**config.mk**
```make
export PLATFORM = sky130hd
export DESIGN_NAME = bp_match_unit
export DESIGN_NICKNAME = d
export VERILOG_FILES = /design/src/rtl/bp_pkg.sv /design/src/rtl/bp_regfile.sv /design/src/rtl/bp_cmp_bank.sv /design/src/rtl/bp_exc_latch.sv /design/src/rtl/bp_match_unit.sv
export SDC_FILE = /design/constraint.sdc
export NUM_CORES = 1
export LEC_CHECK = 0
export ABC_AREA = 1
export BUFFER_PORTS_ARGS = -buffer_cell sky130_fd_sc_hd__buf_2
export CELL_PAD_IN_SITES_DETAIL_PLACEMENT = 0
export CELL_PAD_IN_SITES_GLOBAL_PLACEMENT = 1
export CORE_MARGIN = 1
export CORE_UTILIZATION = 42
export DETAILED_ROUTE_END_ITERATION = 12
export PLACE_DENSITY_LB_ADDON = 0.12
export SETUP_SLACK_MARGIN = 0.15
export SLEW_MARGIN = 10
export SYNTH_ARGS = -nofsm -noshare
export SYNTH_HDL_FRONTEND = slang
export SYNTH_HIERARCHICAL = 1
export SYNTH_SLANG_ARGS = --single-unit
```
**constraint.sdc**
```tcl
create_clock -name clk -period 1.83 [get_ports clk]
set_input_delay 0 -clock clk [delete_from_list [all_inputs] [get_ports clk]]
set_output_delay 0 -clock clk [all_outputs]
set_load 0.05 [all_outputs]
```
**src/rtl/bp_pkg.sv**
```systemverilog
package bp_pkg;
    parameter int ADDR_W = 32;
    parameter int NUM_BP = 2;
    localparam int IDX_W = (NUM_BP > 1) ? $clog2(NUM_BP) : 1;

    typedef enum logic [1:0] {
        FLD_ADDR = 2'd0,
        FLD_MASK = 2'd1,
        FLD_CTRL = 2'd2,
        FLD_NONE = 2'd3
    } bp_field_e;

    typedef struct packed {
        logic [ADDR_W-1:0] base;
        logic [ADDR_W-1:0] dcare;
        logic              en_main;   // exec enable or read enable
        logic              en_wr;     // write enable (data bank)
    } bp_entry_t;

    typedef struct packed {
        logic             hit;
        logic [IDX_W-1:0] idx;
    } bp_hit_t;

    function automatic logic addr_hits(input logic [ADDR_W-1:0] a,
                                       input bp_entry_t e);
        return ((a ^ e.base) & ~e.dcare) == '0;
    endfunction
endpackage

```
**src/rtl/bp_regfile.sv**
```systemverilog
module bp_regfile
    import bp_pkg::*;
#(
    parameter int N = NUM_BP
) (
    input  logic                  clk,
    input  logic                  rst,
    input  logic                  we,
    input  logic [IDX_W-1:0]      idx,
    input  logic [1:0]            field,
    input  logic [ADDR_W-1:0]     wdata,
    output bp_entry_t [N-1:0]     entries
);
    bp_field_e fsel;
    assign fsel = bp_field_e'(field);

    always_ff @(posedge clk) begin
        if (rst) begin
            entries <= '0;
        end else if (we) begin
            case (fsel)
                FLD_ADDR: entries[idx].base  <= wdata;
                FLD_MASK: entries[idx].dcare <= wdata;
                FLD_CTRL: begin
                    entries[idx].en_main <= wdata[0];
                    entries[idx].en_wr   <= wdata[1];
                end
                default: ;
            endcase
        end
    end
endmodule

```
**src/rtl/bp_cmp_bank.sv**
```systemverilog
module bp_cmp_bank
    import bp_pkg::*;
#(
    parameter int N = NUM_BP
) (
    input  logic              valid,
    input  logic [ADDR_W-1:0] addr,
    input  logic [N-1:0]      qual,
    input  bp_entry_t [N-1:0] entries,
    output bp_hit_t           result
);
    logic [N-1:0] raw;

    for (genvar g = 0; g < N; g++) begin : g_cmp
        assign raw[g] = valid && qual[g] && addr_hits(addr, entries[g]);
    end

    always_comb begin
        result = '0;
        for (int i = N - 1; i >= 0; i--) begin
            if (raw[i]) begin
                result.hit = 1'b1;
                result.idx = IDX_W'(i);
            end
        end
    end

    // no hit without a strobe
    always_comb begin
        if (result.hit) p_hit_needs_strobe_r8 : assert (valid);
    end
endmodule

```
**src/rtl/bp_exc_latch.sv**
```systemverilog
module bp_exc_latch
    import bp_pkg::*;
(
    input  logic             clk,
    input  logic             rst,
    input  logic             ack,
    input  bp_hit_t          hit_in,
    output logic             exc,
    output logic [IDX_W-1:0] exc_idx
);
    always_ff @(posedge clk) begin
        if (rst) begin
            exc     <= 1'b0;
            exc_idx <= '0;
        end else if (exc) begin
            if (ack) exc <= 1'b0;
        end else if (hit_in.hit) begin
            exc     <= 1'b1;
            exc_idx <= hit_in.idx;
        end
    end

    p_hold_r7 : assert property (@(posedge clk) disable iff (rst)
        exc && !ack |=> exc && $stable(exc_idx));
    p_ack_clear_r7 : assert property (@(posedge clk) disable iff (rst)
        exc && ack |=> !exc);
    p_reset_idle_r6 : assert property (@(posedge clk)
        $past(rst) |-> !exc);
endmodule

```
**src/rtl/bp_match_unit.sv**
```systemverilog
module bp_match_unit
    import bp_pkg::*;
(
    input  logic              clk,
    input  logic              rst,
    input  logic              cfg_we,
    input  logic              cfg_dside,
    input  logic [IDX_W-1:0]  cfg_idx,
    input  logic [1:0]        cfg_field,
    input  logic [ADDR_W-1:0] cfg_wdata,
    input  logic              if_valid,
    input  logic [ADDR_W-1:0] if_addr,
    input  logic              da_valid,
    input  logic [ADDR_W-1:0] da_addr,
    input  logic              da_write,
    input  logic              iexc_ack,
    input  logic              dexc_ack,
    output logic              iexc,
    output logic [IDX_W-1:0]  iexc_idx,
    output logic              dexc,
    output logic [IDX_W-1:0]  dexc_idx
);
    bp_entry_t [NUM_BP-1:0] i_ent, d_ent;
    logic [NUM_BP-1:0]      i_qual, d_qual;
    bp_hit_t                i_hit, d_hit;

    bp_regfile #(.N(NUM_BP)) u_iregs (
        .clk(clk), .rst(rst), .we(cfg_we && !cfg_dside), .idx(cfg_idx),
        .field(cfg_field), .wdata(cfg_wdata), .entries(i_ent));
    bp_regfile #(.N(NUM_BP)) u_dregs (
        .clk(clk), .rst(rst), .we(cfg_we && cfg_dside), .idx(cfg_idx),
        .field(cfg_field), .wdata(cfg_wdata), .entries(d_ent));

    for (genvar g = 0; g < NUM_BP; g++) begin : g_qual
        assign i_qual[g] = i_ent[g].en_main;
        assign d_qual[g] = da_write ? d_ent[g].en_wr : d_ent[g].en_main;
    end

    bp_cmp_bank #(.N(NUM_BP)) u_icmp (
        .valid(if_valid), .addr(if_addr), .qual(i_qual),
        .entries(i_ent), .result(i_hit));
    bp_cmp_bank #(.N(NUM_BP)) u_dcmp (
        .valid(da_valid), .addr(da_addr), .qual(d_qual),
        .entries(d_ent), .result(d_hit));

    bp_exc_latch u_ilat (
        .clk(clk), .rst(rst), .ack(iexc_ack), .hit_in(i_hit),
        .exc(iexc), .exc_idx(iexc_idx));
    bp_exc_latch u_dlat (
        .clk(clk), .rst(rst), .ack(dexc_ack), .hit_in(d_hit),
        .exc(dexc), .exc_idx(dexc_idx));

    p_irise_strobe_r8 : assert property (@(posedge clk) disable iff (rst)
        $rose(iexc) |-> $past(if_valid));
    p_drise_strobe_r8 : assert property (@(posedge clk) disable iff (rst)
        $rose(dexc) |-> $past(da_valid));
    p_ipend_ignores_r7 : assert property (@(posedge clk) disable iff (rst)
        iexc && !iexc_ack && if_valid |=> $stable(iexc_idx));
endmodule

```
==> flow_summary_export.csv <==
group,metric,value,unit
run_status,outcome,"finished, final reports clean",
routing,via_per_inst,5.125,
critical_path,path_buf_inv,0,
pwr,ir_drop,0.5608,mV
global_route,antenna_found_initial,4,
sta,finClkSkew,0.008530,ns
global_route,grt_overflow,0,
sta,fmax,0.6608,GHz
critical_path,slowest_delay,0.36,ns
critical_path,crit_path_end_kind,"register",
logic_synthesis,synth.cell_area,14260,um^2
finish,fin_util,0.5052,
floorplanning,die_area,34710,um^2
logic_synthesis,yosys_warnings,6,
sta,fin_crit,1.513,ns
finish,drive_gt1_frac,0.09853,
global_route,grt_pass1_wl,75690,um
clock_tree,clk_pin_slew_worst_paths,0.06,ns
finish,mostFrequentLayoutCell,"nand2_1",
floorplanning,die_x,186.3,um
critical_path,r2r.worst_path.cells,10,
floorplanning,rows,67,
floorplanning,start_util,0.4265,
sta,drv_slew,0,
critical_path,cp_cell_sequence,"o21bai_1, o21ai_1, nor2_1, nand2_1, nor2_2, nand3_2, nand2_1, nand3_2, nand2_1, nor2_1",
critical_path,arrival,1.91,ns
sta,setup_viol,0,
finish,mostFrequentLayoutCells,"1005 x nand2_1, 292 x a21oi_1, 266 x dfxtp_1",
critical_path,start_kind,"register",
sta,worst_slew_pin_slew,0.5276,ns
place,port-buffer-count,111,
logic_synthesis,synth_nets,2449,
worst_hold_path,hold_class,"in -> reg",
routing,wl_met1,21930,um
routing,drc,0,
place,globalplace.congestion,0.8512,
place,dpl.hpwl,31880,um
sta,rsz0062_at_grt,"yes",
routing,wl_met3,2202,um
routing,wl_met2,23240,um
clock_tree,cts_max_level,2,
finish,fin_nets,2547,
routing,vias,14900,
critical_path,cp.depth,10,
critical_path,cpMaxStageDelayCell,"dfxtp_1",
critical_path,cp.required,2.23,ns
clock_tree,post_cts_buffers,0,
sta,setup_tns,0,ns
routing,top_layer_used,"met5",
critical_path,cpMostUsedCell,"nand2_1",
routing,wirelength,48650,um
logic_synthesis,syn_inst,2335,
critical_path,cp_max_fo,3,
critical_path,crit_family,"simple AND/OR/NAND/NOR gates",
clock_tree,numCtsBuffers,34,
floorplanning,coreArea,33450,um^2
clock_tree,ctsRootBufferMaster,"clkbuf_16",
sta,period_share,0.8269,
global_route,grt_pass1_vias,13860,
worst_hold_path,min_path_cells,2,
routing,drtIter0Drc,1102,
floorplanning,dieHeight,186.3,um
routing,post_drt_wl_per_cell,16.73,um
pwr,cellLeakagePower,7.045,nW
routing,drtPass1Iterations,5,
clock_tree,clock_sinks,266,
finish,area_delta_synth_final,18.46,%
run,maxCapViolCount,0,
sta,relSlewSlack,0.6483,
pwr,powerDensity,868.2,nW/um^2
clock_tree,cts_tree,"built",
critical_path,crit_type,"reg -> reg",
global_route,grt_usage,0.2796,
logic_synthesis,syn_avg_cell_area,6.109,um^2
sta,hold_violations,0,
routing,ant_nets,0,
clock_tree,cts_max_path_buffers,3,
floorplanning,ioPinCount,112,
global_route,grt_max_degree,67,
clock_tree,insertion_delay,0.51,ns
## worst reg2reg max path: cells and delay by family, from the launching register on
| kind | cells | cell delay (ns) |
|---|---|---|
| flip-flops | 1 | 0.36 |
| AND/OR/NAND/NOR | 8 | 0.83 |
| AO/OA/AOI/OAI | 2 | 0.23 |
## worst paths after layout
kind                               start                           to  slack [ns]
worst max-delay path            register  u_ilat/exc_idx$_SDFFE_PP0P_        0.32
worst min-delay path                 rst                     register        0.04
worst max register to register  register  u_ilat/exc_idx$_SDFFE_PP0P_        0.32
worst min register to register  register                     register        0.47
## layout make-up
cell class	instances	area [um^2]
multi-input cells	1754	7657
clock inverters	6	105.1
diodes	3	7.507
inverters	185	694.4
well taps	448	560.5
fillers	3412	16550
repair buffers	192	1473
flip-flops and latches	266	5325
clock buffers	53	1076
## through the flow
| stage | std cells | power, W | hold WS (ns) | worst slack, ns | area, um^2 |
|---|---|---|---|---|---|
| final | 2907 | 0.01467 | 0.03843 | 0.3167 | 16900 |
| after CTS | 2904 | 0.01478 | 0.03912 | 0.2711 | 16890 |
| after global routing | 2906 | 0.01518 | 0.05662 | 0.1424 | 16900 |
| after global placement | 2811 | 0.007638 | 0.3055 | 0.3045 | 15360 |
| after floorplan | 2335 | 0.006926 | 0.06907 | 0.5526 | 14260 |
| after detailed placement | 2811 | 0.007657 | 0.3085 | 0.2510 | 15360 |
## power by group
part | switching [W] | internal [W]
Combinational | 0.00115 | 0.000529
Clock | 0.00263 | 0.00445
Sequential | 0.0000519 | 0.00587
## per-layer routing
metal | vias to the layer above | global-route usage
met5 | - | 0
met4 | 2 | 0.09443
met3 | 79 | 0.03544
met2 | 356 | 0.4736
met1 | 6908 | 0.3662
li1 | 7553 | -
## repair_timing
| action | 4_1_cts | 5_1_grt |
|---|---|---|
| resized for setup | 0 | 2 |
| hold endpoints to repair | 245 | 0 |
| setup endpoints to repair | 0 | 3 |
| hold buffers | 34 | 0 |
No activity file was read; power rests on OpenSTA's default activity.
